--- src/rtl/irc_pkg.sv ---
package irc_pkg;
  // bus register addresses
  localparam int REG_INDEX  = 'h00;
  localparam int REG_WINDOW = 'h10;
  localparam int REG_EOI    = 'h40;
  // internal register indices
  localparam int IDX_VERSION = 'h01;
  localparam int IDX_ENTRY0  = 'h10;

  typedef struct packed {
    logic [15:0] dest;
    logic        mask;
    logic        trig;   // 1 = level
    logic        pol;    // 1 = active low
    logic [2:0]  mode;
    logic [7:0]  vec;
  } entry_t;

  typedef struct packed {
    logic [7:0]  vec;
    logic [2:0]  mode;
    logic [15:0] dest;
  } payload_t;

  localparam entry_t ENTRY_RESET = '{dest: 16'h0, mask: 1'b1, trig: 1'b0,
                                     pol: 1'b0, mode: 3'h0, vec: 8'h0};
endpackage

--- src/rtl/irc_regfile.sv ---
module irc_regfile
  import irc_pkg::*;
#(
  parameter int          NUM_PINS   = 8,
  parameter logic [7:0]  VERSION_ID = 8'h21,
  parameter int          ADDR_W     = 7
) (
  input  logic                      clk,
  input  logic                      rst,
  input  logic                      bus_we,
  input  logic                      bus_re,
  input  logic [ADDR_W-1:0]         bus_addr,
  input  logic [31:0]               bus_wdata,
  output logic [31:0]               bus_rdata,
  output entry_t [NUM_PINS-1:0]     ents,
  output logic                      eoi_valid,
  output logic [7:0]                eoi_vec
);
  localparam logic [7:0] MAX_PIN = 8'(NUM_PINS - 1);

  logic [7:0]            index_q;
  entry_t [NUM_PINS-1:0] ent_q;
  logic [31:0]           win_data;
  logic                  win_we;
  logic                  unused_wbits;

  assign win_we       = bus_we && (bus_addr == ADDR_W'(REG_WINDOW));
  assign eoi_valid    = bus_we && (bus_addr == ADDR_W'(REG_EOI));
  assign eoi_vec      = bus_wdata[7:0];
  assign unused_wbits = ^{bus_wdata[14], bus_wdata[12:11]};
  assign ents         = ent_q;

  always_ff @(posedge clk) begin
    if (rst)
      index_q <= 8'h0;
    else if (bus_we && bus_addr == ADDR_W'(REG_INDEX))
      index_q <= bus_wdata[7:0];
  end

  always_ff @(posedge clk) begin
    for (int i = 0; i < NUM_PINS; i++) begin
      if (rst) begin
        ent_q[i] <= ENTRY_RESET;
      end else if (win_we && index_q == 8'(IDX_ENTRY0 + 2*i)) begin
        ent_q[i].vec  <= bus_wdata[7:0];
        ent_q[i].mode <= bus_wdata[10:8];
        ent_q[i].pol  <= bus_wdata[13];
        ent_q[i].trig <= bus_wdata[15];
        ent_q[i].mask <= bus_wdata[16];
      end else if (win_we && index_q == 8'(IDX_ENTRY0 + 2*i + 1)) begin
        ent_q[i].dest <= bus_wdata[31:16];
      end
    end
  end

  always_comb begin
    win_data = 32'h0;
    if (index_q == 8'(IDX_VERSION))
      win_data = {8'h0, MAX_PIN, 8'h0, VERSION_ID};
    for (int i = 0; i < NUM_PINS; i++) begin
      if (index_q == 8'(IDX_ENTRY0 + 2*i))
        win_data = {15'h0, ent_q[i].mask, ent_q[i].trig, 1'b0, ent_q[i].pol,
                    2'b00, ent_q[i].mode, ent_q[i].vec};
      if (index_q == 8'(IDX_ENTRY0 + 2*i + 1))
        win_data = {ent_q[i].dest, 16'h0};
    end
  end

  always_ff @(posedge clk) begin
    if (rst)
      bus_rdata <= 32'h0;
    else if (bus_re) begin
      if (bus_addr == ADDR_W'(REG_INDEX))
        bus_rdata <= {24'h0, index_q};
      else if (bus_addr == ADDR_W'(REG_WINDOW))
        bus_rdata <= win_data;
      else
        bus_rdata <= 32'h0;
    end
  end

  // reserved bytes of the version word read as zero
  assert_version_reserved_R1: assert property (@(posedge clk) disable iff (rst)
    (bus_re && bus_addr == ADDR_W'(REG_WINDOW) && index_q == 8'(IDX_VERSION))
      |=> (bus_rdata[15:8] == 8'h0 && bus_rdata[31:24] == 8'h0));
endmodule

--- src/rtl/irc_pin.sv ---
module irc_pin (
  input  logic       clk,
  input  logic       rst,
  input  logic       pin_in,
  input  logic       pol,
  input  logic       trig,
  input  logic       mask,
  input  logic [7:0] vec,
  input  logic       eoi_valid,
  input  logic [7:0] eoi_vec,
  input  logic       take,
  output logic       req
);
  logic pin_q, act_d, edge_pend, in_serv;
  logic act, eoi_hit;

  assign act     = pin_q ^ pol;
  assign eoi_hit = eoi_valid && (eoi_vec == vec);

  always_ff @(posedge clk) begin
    if (rst) begin
      pin_q <= 1'b0;
      act_d <= 1'b0;
    end else begin
      pin_q <= pin_in;
      act_d <= act;
    end
  end

  // edge capture: discarded while masked
  always_ff @(posedge clk) begin
    if (rst || mask || trig)
      edge_pend <= 1'b0;
    else if (act && !act_d)
      edge_pend <= 1'b1;
    else if (take)
      edge_pend <= 1'b0;
  end

  // level service flag: set on accept, cleared by matching end-of-interrupt
  always_ff @(posedge clk) begin
    if (rst)
      in_serv <= 1'b0;
    else if (take && trig)
      in_serv <= 1'b1;
    else if (eoi_hit || !trig)
      in_serv <= 1'b0;
  end

  assign req = trig ? (act && !mask && !in_serv) : edge_pend;

  // an edge can only be captured while unmasked
  assert_edge_unmasked_R7: assert property (@(posedge clk) disable iff (rst)
    $rose(edge_pend) |-> $past(!mask));

  // service flag only released by end-of-interrupt with this vector
  assert_service_release_R9: assert property (@(posedge clk) disable iff (rst)
    $fell(in_serv) |-> $past(eoi_hit || !trig));
endmodule

--- src/rtl/irc_msg_arb.sv ---
module irc_msg_arb
  import irc_pkg::*;
#(
  parameter int NUM_PINS = 8
) (
  input  logic                    clk,
  input  logic                    rst,
  input  logic [NUM_PINS-1:0]     req,
  input  payload_t [NUM_PINS-1:0] payload,
  input  logic                    msg_ready,
  output logic                    msg_valid,
  output logic [7:0]              msg_vector,
  output logic [2:0]              msg_mode,
  output logic [15:0]             msg_dest,
  output logic [NUM_PINS-1:0]     take
);
  localparam int SEL_W = (NUM_PINS > 1) ? $clog2(NUM_PINS) : 1;

  logic [SEL_W-1:0] pick, sel_q;
  logic             found;

  always_comb begin
    pick  = '0;
    found = 1'b0;
    for (int i = NUM_PINS - 1; i >= 0; i--) begin
      if (req[i]) begin
        pick  = SEL_W'(i);
        found = 1'b1;
      end
    end
  end

  always_ff @(posedge clk) begin
    if (rst) begin
      msg_valid  <= 1'b0;
      msg_vector <= 8'h0;
      msg_mode   <= 3'h0;
      msg_dest   <= 16'h0;
      sel_q      <= '0;
    end else if (msg_valid && msg_ready) begin
      msg_valid <= 1'b0;
    end else if (!msg_valid && found) begin
      msg_valid  <= 1'b1;
      msg_vector <= payload[pick].vec;
      msg_mode   <= payload[pick].mode;
      msg_dest   <= payload[pick].dest;
      sel_q      <= pick;
    end
  end

  always_comb begin
    take = '0;
    if (msg_valid && msg_ready)
      take[sel_q] = 1'b1;
  end

  // an offered message holds until taken
  assert_msg_hold_R5: assert property (@(posedge clk) disable iff (rst)
    (msg_valid && !msg_ready) |=> (msg_valid && $stable(msg_vector) &&
                                   $stable(msg_mode) && $stable(msg_dest)));

  // at most one pin is acknowledged per accept
  assert_single_take_R11: assert property (@(posedge clk) disable iff (rst)
    $onehot0(take));

  // a message only appears when some pin requested it
  assert_msg_has_source_R6: assert property (@(posedge clk) disable iff (rst)
    $rose(msg_valid) |-> $past(req != '0));
endmodule

--- src/rtl/irq_redirect_ctrl.sv ---
module irq_redirect_ctrl
  import irc_pkg::*;
#(
  parameter int         NUM_PINS   = 8,
  parameter logic [7:0] VERSION_ID = 8'h21,
  parameter int         ADDR_W     = 7
) (
  input  logic                clk,
  input  logic                rst,
  input  logic [NUM_PINS-1:0] irq_in,
  input  logic                bus_we,
  input  logic                bus_re,
  input  logic [ADDR_W-1:0]   bus_addr,
  input  logic [31:0]         bus_wdata,
  output logic [31:0]         bus_rdata,
  output logic                msg_valid,
  input  logic                msg_ready,
  output logic [7:0]          msg_vector,
  output logic [2:0]          msg_mode,
  output logic [15:0]         msg_dest
);
  entry_t   [NUM_PINS-1:0] ents;
  payload_t [NUM_PINS-1:0] payload;
  logic     [NUM_PINS-1:0] req, take;
  logic                    eoi_valid;
  logic     [7:0]          eoi_vec;

  irc_regfile #(
    .NUM_PINS(NUM_PINS), .VERSION_ID(VERSION_ID), .ADDR_W(ADDR_W)
  ) u_regs (
    .clk(clk), .rst(rst), .bus_we(bus_we), .bus_re(bus_re),
    .bus_addr(bus_addr), .bus_wdata(bus_wdata), .bus_rdata(bus_rdata),
    .ents(ents), .eoi_valid(eoi_valid), .eoi_vec(eoi_vec)
  );

  for (genvar g = 0; g < NUM_PINS; g++) begin : g_pin
    irc_pin u_pin (
      .clk(clk), .rst(rst), .pin_in(irq_in[g]),
      .pol(ents[g].pol), .trig(ents[g].trig), .mask(ents[g].mask),
      .vec(ents[g].vec), .eoi_valid(eoi_valid), .eoi_vec(eoi_vec),
      .take(take[g]), .req(req[g])
    );
    assign payload[g] = '{vec: ents[g].vec, mode: ents[g].mode, dest: ents[g].dest};
  end

  irc_msg_arb #(.NUM_PINS(NUM_PINS)) u_arb (
    .clk(clk), .rst(rst), .req(req), .payload(payload),
    .msg_ready(msg_ready), .msg_valid(msg_valid), .msg_vector(msg_vector),
    .msg_mode(msg_mode), .msg_dest(msg_dest), .take(take)
  );
endmodule

--- config.mk ---
export PLATFORM = sky130hd
export DESIGN_NAME = irq_redirect_ctrl
export DESIGN_NICKNAME = d
export VERILOG_FILES = /design/src/rtl/irc_pkg.sv /design/src/rtl/irc_regfile.sv /design/src/rtl/irc_pin.sv /design/src/rtl/irc_msg_arb.sv /design/src/rtl/irq_redirect_ctrl.sv
export SDC_FILE = /design/constraint.sdc
export NUM_CORES = 1
export LEC_CHECK = 0
export BUFFER_PORTS_ARGS = -buffer_cell sky130_fd_sc_hd__clkbuf_2
export CAP_MARGIN = 20
export CORE_MARGIN = 5
export CORE_UTILIZATION = 40
export CTS_CLUSTER_DIAMETER = 50
export CTS_CLUSTER_SIZE = 28
export DETAILED_ROUTE_END_ITERATION = 10
export PLACE_DENSITY = 0.6
export SYNTH_ARGS = -nofsm -noshare
export SYNTH_HDL_FRONTEND = slang
export SYNTH_SLANG_ARGS = --single-unit
--- constraint.sdc ---
create_clock -name clk -period 2.9 [get_ports clk]
set_clock_uncertainty 0.05 [all_clocks]
set_input_delay 0.145 -clock clk [delete_from_list [all_inputs] [get_ports clk]]
set_output_delay 0.145 -clock clk [all_outputs]
set_load 0.03 [all_outputs]
; ---- After elaboration in Yosys (flattened, before gate mapping)
; Cells that the tools add are included.
[totals]
output_inout_bits = 60
ff_bits = 343
wordCells = 360
[op_classes]
reduce_logical = 146
n_eq_ne = 27
muxes = 80
bitwise_logic = 17
n_lt_le_gt_ge = 3
[ops]
columns = cell, n
row1 = 2-to-1 mux 32 bit, 17
row2 = == test 8 x 5 -> 1 bit (second input constant), 16
row3 = binary-select mux 27 bit (select 3 bit), 1
row4 = == test 8 bit, 8
row5 = logical AND 1 bit, 62
row6 = 2-to-1 mux 1 bit, 49
row7 = 2-to-1 mux 19 bit, 2
row8 = logical NOT 1 bit, 33
row9 = nonzero test 2 bit, 16
row10 = 2-to-1 mux 27 bit, 1
row11 = logical OR 1 bit, 24
row12 = 2-to-1 mux 3 bit, 8
row13 = AND reduction 2 bit, 9
row14 = NOT 1 bit, 9
row15 = == test 8 x 1 -> 1 bit (second input constant), 1
row16 = less-than comparator 3 x 4 -> 1 bit (second input constant), 2
row17 = 2-to-1 mux 8 bit, 1
row18 = XOR 1 bit, 8
row19 = == test 7 x 5 -> 1 bit (second input constant), 1
row20 = == test 7 bit (second input constant), 1
row21 = logical NOT 7 bit, 1
row22 = demux 1 bit (select 3 bit), 1
row23 = greater-or-equal comparator 3 x 1 -> 1 bit (second input constant), 1
row24 = OR reduction 2 bit, 1

; ---- Depth between registers and ports, before layout
; Gate-level depths: netlist (run 1).
[logic_depth]
ltp_word = 20
ltp_mapped = 12
ltp_nobuf = 7

; ---- Modules after synthesis
; A second synthesis (run 1) with hierarchy kept.
[hier_totals]
cells_unflattened = 2140
hier_area_um2 = 17494.3
[by_module_without_submodules]
columns = mod, cells_per_inst, instances, area_per_inst_um2
row1 = irc_regfile, 1542, 1, 12423.2
row2 = irc_msg_arb, 390, 1, 3159.3
row3 = irc_pin, 26, 8, 239.0

; ---- Worst setup path before layout (run 1)
; OpenSTA, ideal clock, no wires.
[synth_timing]
kind = register -> register
start = register u_regs.ents[11] (netlist name)
end = register u_arb.msg_dest[8]
arrival_time_ps = 2472
period_less_slack_ps = 2654
path_slack_ps = 246
n_path_buf = 3
setup_ps = 133
path_stages_with_launch = 11
cell_sequence = dfxtp_1 -> xor2_1 -> a31o_1 -> buf_6 -> or2_0 -> buf_2 -> a31oi_1 -> clkbuf_1 -> mux2_2 -> a222oi_1 -> a31oi_1
[synth_via]
elab_chain_cells = 7
[synth_rtl]
columns = element, line_no
row1 = XOR 1 bit (*), irc_pin.sv:17  ; assign act = pin_q ^ pol;
row2 = logical AND 1 bit (*) (2 in a row), irc_pin.sv:50  ; assign req = trig ? (act && !mask && !in_serv) : edge_pend;
row3 = 2-to-1 mux 1 bit (*), irc_pin.sv:50
row4 = 2-to-1 mux 3 bit or 2-to-1 mux 1 bit (tied branches), irc_msg_arb.sv:26  ; if (req[i]) begin
row5 = binary-select mux 27 bit (select 3 bit) or logical AND 1 bit (tied branches), "irc_msg_arb.sv:46, irc_msg_arb.sv:42"
row6 = 2-to-1 mux 27 bit or AND reduction 2 bit (tied branches), n/a
row7 = to (signal assigned), irc_msg_arb.sv:46  ; msg_dest <= payload[pick].dest;
row8 = to (decl), irc_msg_arb.sv:14  ; output logic [15:0] msg_dest,
; Every way passes the cells marked *; elsewhere a longest branch is shown, timed or not. The select of a mux whose other input is x is not followed.
; A chain may end at the register's enable or synchronous reset.

; ---- Worst setup path after layout (run 1)
[layout_timing]
start = register u_regs.index_q[4]
end = register u_regs.bus_rdata[2]
[layout_via]
elab_chain_cells = 19
[layout_rtl]
columns = element, line_no
row1 = from (decl), irc_regfile.sv:21  ; logic [7:0] index_q;
row2 = from (signal assigned), irc_regfile.sv:37  ; index_q <= bus_wdata[7:0];
row3 = == test 8 x 5 -> 1 bit, irc_regfile.sv:61  ; if (index_q == 8'(IDX_ENTRY0 + 2*i))
row4 = 2-to-1 mux 19 bit, irc_regfile.sv:61
row5 = 2-to-1 mux 32 bit, irc_regfile.sv:64  ; if (index_q == 8'(IDX_ENTRY0 + 2*i + 1))
row6 = 2-to-1 mux 32 bit, irc_regfile.sv:61
row7 = 2-to-1 mux 32 bit, irc_regfile.sv:64
row8 = 2-to-1 mux 32 bit, irc_regfile.sv:61
row9 = 2-to-1 mux 32 bit, irc_regfile.sv:64
row10 = 2-to-1 mux 32 bit, irc_regfile.sv:61
row11 = (+3 left out), n/a
row12 = 2-to-1 mux 32 bit, irc_regfile.sv:61
row13 = 2-to-1 mux 32 bit, irc_regfile.sv:64
row14 = 2-to-1 mux 32 bit, irc_regfile.sv:61
row15 = 2-to-1 mux 32 bit, irc_regfile.sv:64
row16 = 2-to-1 mux 32 bit, irc_regfile.sv:61
row17 = 2-to-1 mux 32 bit (*), irc_regfile.sv:64
row18 = 2-to-1 mux 32 bit (*), irc_regfile.sv:75  ; else if (bus_addr == ADDR_W'(REG_WINDOW))
row19 = 2-to-1 mux 32 bit (*), irc_regfile.sv:73  ; if (bus_addr == ADDR_W'(REG_INDEX))
row20 = to (signal assigned), irc_regfile.sv:74  ; bus_rdata <= {24'h0, index_q};
row21 = to (signal assigned), irc_regfile.sv:76  ; bus_rdata <= win_data;
row22 = to (decl), irc_regfile.sv:14  ; output logic [31:0] bus_rdata,
; Every way passes the cells marked *; elsewhere a longest branch is shown, timed or not.

==> flow_summary.toml, run 1 <==
[run_status]
status = "complete, no violations"

[critical_path]
arrival_ns = 3.28
start_kind = "register"
crit_type = "reg2reg"
crit_path_end_kind = "register"
cp_max_fo = 13
cp.required_ns = 3.33

[clock_tree]
clk-insertion-delay-late_ns = 0.57
clkTransAtPathRegs_ns = 0.07
cts_tree = "done"
cts.sinks = 340
clockBufferDepth = 3
cts-buffers-inserted = 40
htreeDepth = 2
root_buffer = "clkbuf_16"

[synthesis]
synth_cell_types = 68
synthAdderAreaFrac = 0
synth-main-ff-cell = "dfxtp_1"
async_flop_share = 0
syn_inst = 2065
synth_xor_area_frac = 0.0391
synth_area_um2 = 16300
synthSimpleGateAreaFrac = 0.215
yosys_warnings = 0
synth_area_per_cell_um2 = 7.92
ys_seq_area_frac = 0.416
synth_top_family_by_area = "compound AO/OA/AOI/OAI gates"
synth_compound_area_frac = 0.233
ys_seq_elements = 340
synth_mux_area_frac = 0.0403
synth-edff-count = 0

[global_routing]
grt_pass1_wl_um = 98300
grt_overflow = 0
grt_usage = 0.283
grt_pass1_vias = 15900
antenna_found_initial = 3
grt_max_degree = 127

[layout]
drive_gt1_frac = 0.192
layout_common_cells = "nand2_1, dfxtp_1, a21oi_1"
mostFrequentLayoutCell = "nand2_1"
nets = 2243
largest_reg_flops = 240
syn_to_final_growth_pct = 21.3

[sta]
finalCriticalPeriod_ns = 2.85
report.final.slew_viol_count = 0
max_freq_ghz = 0.351
setup_viol = 0
post-route-period-util = 0.983
hold_slack_ns = 0.0192
slew_headroom = 0.366
worst_pin_slew_ns = 0.951
grt_setup_unrepaired = "no"
tns_ns = 0
fin_ws_ns = 0.0498
hold_viol = 0

[worst_hold_path]
min_path_type = "in2reg"

[power]
ir_drop_v = 0.000298
p_per_area_nw_per_um2 = 520
leakage_nw = 6.62
power.total_mw = 10.3

[job]
drv_cap = 0

[routing]
avgRoutedWirePerCell_um = 24.1
first_pass_iters = 9
routed_wl_um = 66400
detail-route-antenna-nets = 0
via_count = 16900
drt_iter0_drc = 2713
viasPerCell = 6.13
drc = 0

[floorplanning]
ioPinCount = 112
fp.dieW_um = 212
die_h_um = 212
initial_core_util = 0.402
die_area_um2 = 45000
rows = 74
coreArea_um2 = 40600

[placed_design]
place_congestion = 0.997
place_ws_ns = 0.0233
port_buffers = 105
dp_hpwl_um = 43000
[timing repair]
| item | 4_1_cts | 5_1_grt |
|---|---|---|
| setup endpoints to repair | 2 | 31 |
| hold buffers | 29 | 0 |
| resized for setup | 0 | 15 |
| setup buffers | 2 | 2 |
| endpoints found under the hold margin | 169 | 0 |
| pin swaps | 1 | 3 |
[metal layers]
layer | wire [µm] | track usage | up-vias
li1 | - | - | 7607
met1 | 27700 | 0.400 | 7993
met2 | 28300 | 0.420 | 1087
met3 | 7880 | 0.0615 | 193
met4 | 2460 | 0.113 | 4
met5 | 14 | 0 | -
[synthesized netlist by cell type, drive strengths merged, types with 2 or more instances]
| master | n | area share |
|---|---|---|
| a21boi | 20 | 0.0092 |
| a22oi | 28 | 0.013 |
| o31ai | 9 | 0.0041 |
| a2bb2oi | 3 | 0.0016 |
| a221oi | 7 | 0.0041 |
| dfxtp | 340 | 0.42 |
| nand3 | 46 | 0.014 |
| or3 | 2 | 0.00077 |
| a31oi | 58 | 0.022 |
| a222oi | 77 | 0.047 |
| inv | 14 | 0.0032 |
| nor4b | 3 | 0.0020 |
| o41ai | 3 | 0.0021 |
| a211oi | 12 | 0.0055 |
| or2 | 3 | 0.0011 |
| o22ai | 3 | 0.0015 |
| o2111ai | 2 | 0.0011 |
| nor2 | 61 | 0.015 |
| a21oi | 284 | 0.087 |
| buf | 54 | 0.021 |
| mux2i | 4 | 0.0024 |
| nand4 | 24 | 0.0092 |
| and4 | 8 | 0.0043 |
| nor3b | 2 | 0.0012 |
| o211a | 8 | 0.0049 |
| or4 | 4 | 0.0018 |
| a21o | 3 | 0.0014 |
| and3 | 37 | 0.014 |
| mux2 | 55 | 0.038 |
| nor2b | 13 | 0.0054 |
| nor4 | 11 | 0.0046 |
| o21ai | 47 | 0.014 |
| or3b | 5 | 0.0027 |
| nor3 | 23 | 0.010 |
| nand2b | 5 | 0.0019 |
| clkbuf | 141 | 0.032 |
| a211o | 19 | 0.010 |
| xnor2 | 72 | 0.039 |
| and2 | 4 | 0.0015 |
| nand2 | 542 | 0.12 |
[final timing paths]
path / startpoint / to / slack, ns / depth (start not counted)
max: u_regs.index_q[4]$_SDFFE_PP0P_ / u_regs.bus_rdata[2]$_SDFFE_PP0P_ / 0.05 / 8
min: rst / g_pin[6].u_pin.pin_q$_SDFF_PP0_ / 0.02 / 2
max reg2reg: u_regs.index_q[4]$_SDFFE_PP0P_ / u_regs.bus_rdata[2]$_SDFFE_PP0P_ / 0.05 / 8
min reg2reg: u_regs.ents[102]$_SDFFE_PP0P_ / g_pin[3].u_pin.edge_pend$_SDFFE_PP0P_ / 0.40 / 1
[final cells by class]
class / count / area (µm²)
tap: 532 / 666
clock buffer: 45 / 1060
fill: 3861 / 20800
timing repair buffer: 277 / 2170
inverter: 14 / 52.6
sequential: 340 / 6810
antenna: 1 / 2.50
clock inverter: 29 / 308
multi-input combinational: 1518 / 8770
[report_power, final]
| part | switching [mW] | internal, mW | total, mW |
|---|---|---|---|
| registers | 0.00831 | 4.68 | 4.69 |
| logic | 0.265 | 0.119 | 0.384 |
| clock network | 2.31 | 2.93 | 5.23 |
[critical path: stages (launching register included)]
cell and delay, ns:
dfxtp_1 0.46, or4b_4 0.56, or3_1 0.37, nor2_2 0.17, buf_12 0.19, a222oi_1 0.11, a31oi_1 0.46, a211oi_1 0.18
nor3_1 0.21
[per-stage QoR]
| step | util | cell area [µm²] | cells |
|---|---|---|---|
| global route | 0.488 | 19800 | 2756 |
| detailed placement | 0.444 | 18100 | 2648 |
| CTS | 0.486 | 19700 | 2753 |
| floorplan | - | 16400 | 2067 |
| finish | 0.488 | 19800 | 2756 |
| global placement | 0.444 | 18100 | 2648 |
[cell families after synthesis]
logic type | after synthesis
simple gates | 794
compound gates | 589
flops | 340
buf+inv | 209
xor+xnor | 73
mux | 59
other cells | 1
Power figures use the tool's default switching activity.
==> run 2: changes to the inputs <==
- GPL_ROUTABILITY_DRIVEN: default -> 0
- RECOVER_POWER: default -> 50
- SYNTH_HIERARCHICAL: default -> 1
==> flow_summary.toml, run 2 <==
[run_status]
status = "finished, violations left"
failed_checks = "max-capacitance violations, max-slew violations"

[critical_path]
slowest_delay_ns = 0.41
cp_cell_sequence = "or3b_1 > o22ai_4 > inv_1 > buf_4 > o21a_1 > a22o_1 > a221oi_1 > o221ai_2"
cpMaxStageDelayCell = "or3b_1"
r2r_setup_slack_ns = 0.02
reg2reg_to = "u_arb/msg_vector[1]$_SDFFE_PP0P_"
reg2reg_depth = 8
arrival_ns = 3.25
crit_type = "reg2reg"
r2r_start = "g_pin[0].u_pin/in_serv$_SDFFE_PP0P_"
critPathTopFamily = "compound AO/OA/AOI/OAI gates"
cp_num_buf_inv = 2
cp.required_ns = 3.28
cp_max_fo = 11
start_kind = "register"
crit_path_end_kind = "register"

[worst_hold_path]
min_path_type = "in2reg"
hold_depth = 4
min_to = "u_regs/bus_rdata[18]$_SDFFE_PP0P_"
min_from = "bus_addr[5]"

[synthesis]
synth_area_per_cell_um2 = 8.17
synth_area_um2 = 17500
synth-main-ff-cell = "dfxtp_1"
yosys_warnings = 6
yosys-top-cells-area = "dfxtp_1, nand2_1, a21oi_1"
yosysMostFrequentCell = "nand2_1"
synth_cell_types = 85
synth_largest_area_cell = "dfxtp_1"
async_flop_share = 0
synth-edff-count = 0
syn_inst = 2140
ys_seq_area_frac = 0.389
synthTopCellsByCount = "nand2_1, dfxtp_1, a21oi_1, mux2i_1, clkbuf_1"
yosys.area.top_type_share = 0.389
ys_seq_elements = 340

[floorplanning]
die_area_um2 = 48000
rows = 76
die_h_um = 219
fp.dieW_um = 219
ioPinCount = 112
initial_core_util = 0.405
coreArea_um2 = 43200

[placed_design]
dp_hpwl_um = 45000
port_buffers = 105

[job]
drv_cap = 1

[layout]
layout_common_cells = "nand2_1, dfxtp_1, a21oi_1"
drive_gt1_frac = 0.129
syn_to_final_growth_pct = 15.9
fillers = 4265
nets = 2286
largest_reg_flops = 240
mostFrequentLayoutCell = "nand2_1"
antenna_cells = 0
multi_input_area_um2 = 9630
regArea_um2 = 6810

[power]
pwr-share-seq = 0.462
ir_drop_v = 0.000368
p_int_mw = 7.67
p_sw_mw = 2.47
p_clk_frac = 0.500
pwr-share-comb = 0.038
leakage_nw = 7.34
p_per_area_nw_per_um2 = 500
sw_frac_of_total = 0.244

[sta]
post-route-period-util = 0.992
max_freq_ghz = 0.348
report.final.slew_viol_count = 98
finalCriticalPeriod_ns = 2.88
worst_pin_slew_ns = 1.84
setup_viol = 0
hold_viol = 0
hold_slack_ns = 0.0159
grt_setup_unrepaired = "no"
tns_ns = 0
slew_headroom = -0.226

[routing]
routed_wl_um = 67100
via_count = 17100
drt_iter0_drc = 1969
avgRoutedWirePerCell_um = 23.6
detail-route-antenna-nets = 0
first_pass_iters = 6
drc = 0
viasPerCell = 5.98

[clock_tree]
cts.sinks = 340
htreeDepth = 2
post-cts-setup-buffers = 0
cts_tree = "done"
clkTransAtPathRegs_ns = 0.06
cts-buffers-inserted = 38
clk-insertion-delay-late_ns = 0.56
root_buffer = "clkbuf_16"
clockBufferDepth = 3

[global_routing]
grt_overflow = 0
grt_pass1_vias = 16000
antenna_found_initial = 1
grt_pass1_wl_um = 100000
grt_usage = 0.271
grt_max_degree = 138
-- run 2: changes by cell type after synthesis, moves of 26 or more --
cell,delta
a22o_1,+38
mux2i_1,+99
a222oi_1,-77
xnor2_1,-64
xor2_1,+63
o22ai_1,+41
a21oi_1,-26
a31oi_1,-46
nand2_1,-44
clkbuf_1,-40
-- run 2: how the worst max path moves through the flow --
stage | start | endpoint | slack, ns | cells past startpoint
after floorplan | u_regs/ents[162]$_SDFFE_PP0P_ | u_arb/msg_dest[14]$_SDFFE_PP0P_ | 0.35 | 8
after global placement | g_pin[0].u_pin/in_serv$_SDFFE_PP0P_ | u_arb/msg_vector[1]$_SDFFE_PP0P_ | 0.21 | 8
after detailed placement | g_pin[0].u_pin/in_serv$_SDFFE_PP0P_ | u_arb/msg_vector[1]$_SDFFE_PP0P_ | 0.18 | 8
after CTS | g_pin[0].u_pin/in_serv$_SDFFE_PP0P_ | u_arb/msg_vector[1]$_SDFFE_PP0P_ | 0.15 | 8
after global routing | rst | g_pin[7].u_pin/in_serv$_SDFFE_PP0P_ | 0.01 | 6
final | g_pin[0].u_pin/in_serv$_SDFFE_PP0P_ | u_arb/msg_vector[1]$_SDFFE_PP0P_ | 0.02 | 8
-- run 2: power groups by stage --
| stage | Combinational, mW | Sequential, mW | Clock, mW |
|---|---|---|---|
| after floorplan | 0.224 | 4.79 | 0 |
| after global routing | 0.407 | 4.68 | 5.32 |
| after CTS | 0.379 | 4.69 | 5.12 |
| final | 0.384 | 4.69 | 5.07 |
| after detailed placement | 0.341 | 4.79 | 0 |
| after global placement | 0.336 | 4.79 | 0 |
-- run 2: through the flow --
stage	instance area [µm²]	power, mW	cells	util	setup WS [ns]
after floorplan	17500	5.02	2142	-	0.350
after CTS	20400	10.2	2848	0.472	0.150
after global routing	20300	10.4	2849	0.470	0.0103
final	20300	10.1	2849	0.470	0.0231
after detailed placement	18700	5.13	2744	0.434	0.176
after global placement	18700	5.13	2744	0.434	0.213
-- run 2: layout make-up --
class	instances	share of cell area
Clock buffer	46	0.0509
Clock inverter	24	0.0134
Inverter	25	0.00463
Multi-Input combinational cell	1581	0.475
Sequential cell	340	0.336
Tap cell	585	0.0361
Timing Repair Buffer	248	0.0841
-- run 2: cells by family (layout without fill, tap and decap cells) --
| family | Yosys count | after routing | share of synthesized area |
|---|---|---|---|
| AO/OA/AOI/OAI | 578 | 578 | 0.211 |
| XOR/XNOR | 72 | 72 | 0.0360 |
| buffers and inverters | 221 | 343 | 0.0631 |
| flip-flops | 340 | 340 | 0.389 |
| multiplexers | 134 | 134 | 0.0789 |
| other | 1 | 3 | 0.000214 |
| AND/OR/NAND/NOR | 794 | 794 | 0.221 |
-- run 2: tightest hold or removal path, cell delays in order --
cell      delay (ns)
clkbuf_2        0.11
nor4_4          0.06
nand4_1         0.13
a221oi_1        0.09
-- run 2: metal layers --
layer | global-route usage | share of wire | up-vias
met5 | 0 | 0 | -
met4 | 0.0879 | 0.037 | 0
met3 | 0.0653 | 0.11 | 158
met2 | 0.409 | 0.43 | 898
met1 | 0.382 | 0.42 | 8212
li1 | - | - | 7782
-- run 2: repair_timing --
item	CTS	global route
gates resized for setup	0	1
setup endpoints to repair	0	5
endpoints found under the hold margin	197	0
hold buffers	34	0
